### src/rtl/oneshot_pkg.sv
package oneshot_pkg;

  // Synchronized control levels as seen by the trigger logic
  typedef struct packed {
    logic clr_n;  // overriding clear, active low
    logic rise;   // rising-edge trigger input
    logic fall;   // falling-edge trigger input
  } lvl_t;

  localparam int unsigned LVL_W = $bits(lvl_t);

endpackage

### src/rtl/os_sync.sv
// Multi-stage flop chain bringing W asynchronous bits into the clock domain
module os_sync #(
  parameter int unsigned W      = 1,
  parameter int unsigned STAGES = 2
) (
  input  logic         clk,
  input  logic         rst_ni,
  input  logic [W-1:0] din_i,
  output logic [W-1:0] dout_o
);

  logic [STAGES-1:0][W-1:0] chain_q;
  logic [STAGES-1:0][W-1:0] chain_d;

  if (STAGES == 1) begin : g_single
    always_comb chain_d = din_i;
  end else begin : g_multi
    always_comb chain_d = {chain_q[STAGES-2:0], din_i};
  end

  always_ff @(posedge clk or negedge rst_ni) begin
    if (!rst_ni) chain_q <= '0;
    else         chain_q <= chain_d;
  end

  assign dout_o = chain_q[STAGES-1];

endmodule

### src/rtl/os_trigger.sv
// Edge detection, trigger gating and arming flag
module os_trigger
  import oneshot_pkg::*;
(
  input  logic clk,
  input  logic rst_ni,
  input  logic warm_i,   // synchronized samples are valid
  input  lvl_t lvl_i,    // synchronized levels
  input  logic busy_i,   // pulse running
  output logic fire_o
);

  lvl_t prev_q;
  logic arm_q, arm_d, arm_en;
  logic edge_rise, edge_fall, edge_rel;
  logic hit_rise, hit_fall, hit_rel;
  logic gate_open;

  always_comb begin
    edge_rise = lvl_i.rise & ~prev_q.rise;
    edge_fall = ~lvl_i.fall & prev_q.fall;
    edge_rel  = lvl_i.clr_n & ~prev_q.clr_n;
    gate_open = ~lvl_i.fall & lvl_i.rise;

    hit_rise = edge_rise & ~lvl_i.fall & lvl_i.clr_n;
    hit_fall = edge_fall & lvl_i.rise & lvl_i.clr_n;
    hit_rel  = edge_rel & gate_open & arm_q;

    fire_o = warm_i & ~busy_i & (hit_rise | hit_fall | hit_rel);
  end

  // arming flag next state: an accepted trigger wins over a set
  always_comb begin
    arm_en = 1'b0;
    arm_d  = arm_q;
    if (fire_o) begin
      arm_en = 1'b1;
      arm_d  = 1'b0;
    end else if (warm_i && lvl_i.clr_n && !gate_open) begin
      arm_en = 1'b1;
      arm_d  = 1'b1;
    end
  end

  always_ff @(posedge clk or negedge rst_ni) begin
    if (!rst_ni) begin
      prev_q <= '0;
      arm_q  <= 1'b0;
    end else begin
      prev_q <= lvl_i;
      if (arm_en) arm_q <= arm_d;
    end
  end


  arm_drop_chk: assert property (@(posedge clk) disable iff (!rst_ni)
    fire_o |=> !arm_q);


  clr_block_chk: assert property (@(posedge clk) disable iff (!rst_ni)
    (!lvl_i.clr_n || !$past(lvl_i.clr_n) && !arm_q) |-> !fire_o || !edge_rel);

endmodule

### src/rtl/os_timer.sv
// Pulse length counter and output registers
module os_timer #(
  parameter int unsigned CNT_W = 16
) (
  input  logic             clk,
  input  logic             rst_ni,
  input  logic             fire_i,
  input  logic             clr_n_i,   // synchronized clear level
  input  logic [CNT_W-1:0] width_i,
  output logic             busy_o,
  output logic             pulse_o,
  output logic             pulse_n_o
);

  logic [CNT_W-1:0] cnt_q, cnt_d;
  logic             cnt_en;
  logic             pulse_q, pulse_d;
  logic             pulse_n_q, pulse_n_d;

  assign busy_o = (cnt_q != '0);

  always_comb begin
    cnt_en = !clr_n_i || fire_i || busy_o;
    if (!clr_n_i)    cnt_d = '0;
    else if (fire_i) cnt_d = width_i;
    else if (busy_o) cnt_d = cnt_q - CNT_W'(1);
    else             cnt_d = cnt_q;
    pulse_d   = (cnt_d != '0);
    pulse_n_d = (cnt_d == '0);
  end

  always_ff @(posedge clk or negedge rst_ni) begin
    if (!rst_ni) begin
      cnt_q     <= '0;
      pulse_q   <= 1'b0;
      pulse_n_q <= 1'b1;
    end else if (cnt_en) begin
      cnt_q     <= cnt_d;
      pulse_q   <= pulse_d;
      pulse_n_q <= pulse_n_d;
    end
  end

  assign pulse_o   = pulse_q;
  assign pulse_n_o = pulse_n_q;


  out_cmpl_chk: assert property (@(posedge clk) disable iff (!rst_ni)
    pulse_q != pulse_n_q);


  clr_cut_chk: assert property (@(posedge clk) disable iff (!rst_ni)
    !clr_n_i |=> !pulse_q);


  zero_width_chk: assert property (@(posedge clk) disable iff (!rst_ni)
    (fire_i && width_i == '0) |=> !pulse_q);


  no_retrig_chk: assert property (@(posedge clk) disable iff (!rst_ni)
    (busy_o && clr_n_i) |=> (cnt_q == $past(cnt_q) - CNT_W'(1)));

endmodule

### src/rtl/gated_oneshot.sv
module gated_oneshot
  import oneshot_pkg::*;
#(
  parameter int unsigned WIDTH_W     = 16,
  parameter int unsigned SYNC_STAGES = 2
) (
  input  logic               clk,
  input  logic               rst_n,
  input  logic               trig_fall_i,
  input  logic               trig_rise_i,
  input  logic               clr_n_i,
  input  logic [WIDTH_W-1:0] width_i,
  output logic               pulse_o,
  output logic               pulse_n_o
);

  localparam int unsigned WARM_CYC = SYNC_STAGES + 1;
  localparam int unsigned WARM_W   = $clog2(WARM_CYC + 1);

  logic             rst_int_n;
  lvl_t             lvl_raw, lvl_sync;
  logic [LVL_W-1:0] lvl_sync_bits;
  logic [WARM_W-1:0] warm_q, warm_d;
  logic             warm, warm_en;
  logic             fire, busy;

  // reset: asynchronous assert, synchronous release
  os_sync #(.W(1), .STAGES(2)) u_rst_sync (
    .clk    (clk),
    .rst_ni (rst_n),
    .din_i  (1'b1),
    .dout_o (rst_int_n)
  );

  always_comb begin
    lvl_raw.clr_n = clr_n_i;
    lvl_raw.rise  = trig_rise_i;
    lvl_raw.fall  = trig_fall_i;
  end

  os_sync #(.W(LVL_W), .STAGES(SYNC_STAGES)) u_in_sync (
    .clk    (clk),
    .rst_ni (rst_int_n),
    .din_i  (lvl_raw),
    .dout_o (lvl_sync_bits)
  );
  assign lvl_sync = lvl_t'(lvl_sync_bits);

  // warm-up: hold off edge judgement until chain and history are filled
  always_comb begin
    warm    = (warm_q == WARM_W'(WARM_CYC));
    warm_en = !warm;
    warm_d  = warm_q + WARM_W'(1);
  end

  always_ff @(posedge clk or negedge rst_int_n) begin
    if (!rst_int_n)   warm_q <= '0;
    else if (warm_en) warm_q <= warm_d;
  end

  os_trigger u_trig (
    .clk    (clk),
    .rst_ni (rst_int_n),
    .warm_i (warm),
    .lvl_i  (lvl_sync),
    .busy_i (busy),
    .fire_o (fire)
  );

  os_timer #(.CNT_W(WIDTH_W)) u_timer (
    .clk       (clk),
    .rst_ni    (rst_int_n),
    .fire_i    (fire),
    .clr_n_i   (lvl_sync.clr_n),
    .width_i   (width_i),
    .busy_o    (busy),
    .pulse_o   (pulse_o),
    .pulse_n_o (pulse_n_o)
  );


  warm_quiet_chk: assert property (@(posedge clk) disable iff (!rst_int_n)
    !warm |=> !pulse_o);

endmodule

### config.mk
export PLATFORM = sky130hd
export DESIGN_NAME = gated_oneshot
export DESIGN_NICKNAME = d
export VERILOG_FILES = /design/src/rtl/oneshot_pkg.sv /design/src/rtl/os_sync.sv /design/src/rtl/os_trigger.sv /design/src/rtl/os_timer.sv /design/src/rtl/gated_oneshot.sv
export SDC_FILE = /design/constraint.sdc
export NUM_CORES = 1
export LEC_CHECK = 0
export ABC_AREA = 1
export CAP_MARGIN = 15
export CORE_MARGIN = 3
export CORE_UTILIZATION = 30
export CTS_CLUSTER_SIZE = 12
export DETAILED_ROUTE_END_ITERATION = 16
export DONT_BUFFER_PORTS = 1
export GPL_TIMING_DRIVEN = 0
export PLACE_DENSITY_LB_ADDON = 0.12
export SYNTH_ARGS = -nofsm -noshare
export SYNTH_HDL_FRONTEND = slang
export SYNTH_SLANG_ARGS = --single-unit
### constraint.sdc
create_clock -name clk -period 2.05 [get_ports clk]
set_clock_uncertainty 0.05 [all_clocks]
set_input_delay 0.41 -clock clk [delete_from_list [all_inputs] [get_ports clk]]
set_output_delay 0.41 -clock clk [all_outputs]
set_load 0.005 [all_outputs]
==> run_results.csv <==
group,metric,value,unit
clock_tree,ctsLongestPathBuffers,2,
global_routing,grt_pass1_wl,9.00,mm
sta,tightest_slew,649,ps
global_routing,grt_overflow,0,
route,drt_iter0_drc,64,
sta,fin_crit_sh,1.02,
sta,fin_crit,2090,ps
yosys,synthAdderAreaFrac,0.0181,
critical_path,cp-start-kind,"flip-flop",
yosys,yosys.area.top_type,"dfrtp_1",
placement,place_congestion,0.878,
critical_path,cp-end-kind,"flip-flop",
critical_path,path_buf_inv,2,
placement,port_buffers,0,
route,wl_per_cell,13.5,um
route,drc_errors,0,
cells_and_area,regArea,803,um^2
global_routing,track_usage,0.151,
yosys,synth_area_leaders,"dfrtp_1 (37%), nand2_1 (18%), inv_1 (12%), nand3_1 (8.9%), nor2_1 (6.3%)",
sta,hold_viol_final,0,
global_routing,antenna_found_initial,0,
route,firstDrtPassIters,4,
critical_path,crit_slowest_cell,"dfrtp_1",
critical_path,cp_top_family,"simple AND/OR/NAND/NOR gates",
sta,fin_hold_ws,89.7,ps
critical_path,r2r-start,"u_timer.cnt_q[1]",
critical_path,crit_arrival,2220,ps
cells_and_area,fill_cells,672,
critical_path,critPathLaunch,"u_timer.cnt_q[1]",
floorplan,die_w,89.2,um
clock_tree,cts.sinks,32,
placement,dpl.cell_count,389,
floorplan,ios,23,
pwr,powerDensity,1790,nW/um^2
sta,final.setup.tns,-38.3,ps
critical_path,critical_path_class,"reg2reg",
flow_run,max_cap_violations,0,
yosys,synth_top_area_frac,0.374,
pwr,power.leakage,1.56,nW
sta,drv_slew,0,
run_status,violations,"setup timing",
yosys,synthMuxAreaShare,0,
floorplan,fp.dieH,89.2,um
sta,max_slew_margin,0.567,
floorplan,design.core.area,6530,um^2
floorplan,start_util,0.318,
cells_and_area,layout.cells.non_filler,425,
global_routing,grt_max_degree,19,
yosys,synth.avg_cell_area,6.67,um^2
yosys,async_flop_share,1.00,
run_status,status,"complete, but fails checks",
yosys,synth_seq_area_share,0.387,
clock_tree,root_buffer,"clkbuf_8",
route,via_count,1930,
critical_path,cp_max_fo,5,
cells_and_area,area_growth,29.1,%
route,ant_nets,0,
cells_and_area,drive_above_1_share,0.253,
clock_tree,cts_tree,"built",
cells_and_area,multi_input_area,1120,um^2
yosys,synth_cell_types,25,
yosys,synth-simple-area-share,0.437,
yosys,synth.most_common_cell,"nand2_1",
sta,rsz0062_at_grt,"true",
yosys,ys_warn_count,0,
min_path,hold_path_class,"in2reg",
yosys,synth_xor_area_frac,0.00422,
min_path,hp-start,"trig_fall_i",
critical_path,cpPeakStageDelay,410,ps
critical_path,cp_common_cell,"nand2_1",
critical_path,required,2180,ps
yosys,synth_area,2070,um^2
yosys,synth_edf_count,0,
yosys,synth_compound_area_frac,0.0181,
floorplan,die_area,7950,um^2
global_routing,grt_pass1_vias,1887,
critical_path,crit_chain,"inv_2, ha_4, nand2_4, nor2_8, nand2_8, nor2_4, buf_4, nand2_1, nand3_1, nand2_1, nor2_1, nand2_1, o21bai_1, nand2_1",
cells_and_area,final_nets,371,
route,viasPerCell,4.54,
clock_tree,clkSlewWorstSetupHoldPaths,90,ps
yosys,synth_top_cells_by_count,"nand2_1 (100), inv_1 (65), nand3_1 (37)",
cells_and_area,antennaDiodeCount,0,
route,wirelength,5.75,mm
yosys,synth_top_family_by_area,"simple AND/OR/NAND/NOR gates",
clock_tree,cts_made_buffers,5,
yosys,syn_inst,311,
sta,setup_ws,-38.3,ps
clock_tree,htreeDepth,2,
yosys,synthFlopType,"dfrtp_1",
yosys,ys_ff_latch,32,
placement,post-dp-hpwl,4.05,mm
yosys,mappedNetlistNets,335,
floorplan,num_rows,29,
sta,fmax,479,MHz
clock_tree,clkLatencyLatePin,300,ps
sta,setup_violations,1,
pwr,ir_drop,0.597,mV
report_power, final:
group | internal (mW) | switching (mW)
combinational | 1.29 | 1.87
clock | 0.366 | 0.286
sequential | 0.795 | 0.178
total | 2.45 | 2.33
placed cells by master, fill, tap and decap left out, types with 2 or more instances in the layout:
cell type,count
nor2_1,27
inv_1,62
o21bai_1,2
buf_6,6
nand2_4,2
nand2_1,86
nand4_1,10
nand2_2,14
inv_2,3
nor2_2,9
o21ai_0,2
dfrtp_1,30
or2_2,2
nand3_1,34
nor2_4,7
buf_4,24
clkbuf_8,5
nand3_2,4
ha_4,2
state kept, by name (all words and copies together) (netlist names):
register,flops
u_rst_sync.dout_o,1
u_in_sync.chain_d,3
warm_q,2
u_timer.pulse_n_o,1
u_in_sync.dout_o,3
u_trig.prev_q,3
u_rst_sync.chain_d,1
u_trig.arm_q,1
u_timer.pulse_o,1
u_timer.cnt_q,16
metrics by stage:
step	utilization	setup slack, ps	cell area, um^2	power, mW
2_1_floorplan	-	130	2070	2.72
3_3_place_gp	0.332	-277	2170	3.20
3_5_place_dp	0.337	-244	2200	3.23
4_1_cts	0.381	-3.16	2490	4.28
5_1_grt	0.410	-151	2680	5.21
6_report	0.410	-38.3	2680	4.79
area by class of cell:
cell class	instances	share of cell area
buffer	5	0.0159
clock buffer	5	0.0257
clock inverter	3	0.0173
inverter	65	0.0911
multi-input combinational	209	0.420
sequential	32	0.300
tap	77	0.0360
timing repair buffer	29	0.0939
layer usage:
layer  wire length, um  vias to the layer above  global-route usage  share of wire
met2              2650                       40               0.244           0.46
li1                  -                     1009                   -              -
met5                 0                        -                   0              0
met1              2750                      870               0.199           0.48
met4               107                        0              0.0501          0.019
met3               242                       11              0.0341          0.042
cells by family (layout without fill, tap and decap cells):
logic type	after synthesis	count (layout)
compound gates	6	6
simple gates	198	198
flops	32	32
xor+xnor	1	1
fa+ha+maj	3	3
buf+inv	70	107
other cells	1	1
final timing paths:
check                                        to  slack, ps  cells past startpoint
max                             u_timer.pulse_o        -40                     14
min                        u_in_sync.chain_d[3]         90                      0
max reg2reg                     u_timer.pulse_o        -40                     14
min reg2reg                    u_timer.cnt_q[2]        220                      0
max in group asynchronous      u_trig.prev_q[0]       1210                      1
min in group asynchronous      u_timer.cnt_q[2]        220                      0
timing repair:
| action | in CTS | in global routing |
|---|---|---|
| gates resized for setup | 17 | 30 |
| endpoints found under the setup margin | 2 | 2 |
| endpoints found under the hold margin | 2 | 0 |
| hold buffers | 1 | 0 |
| cloned | 0 | 1 |
| buffers inserted | 14 | 12 |
| pin swaps | 7 | 19 |
Power figures use the tool's default switching activity.
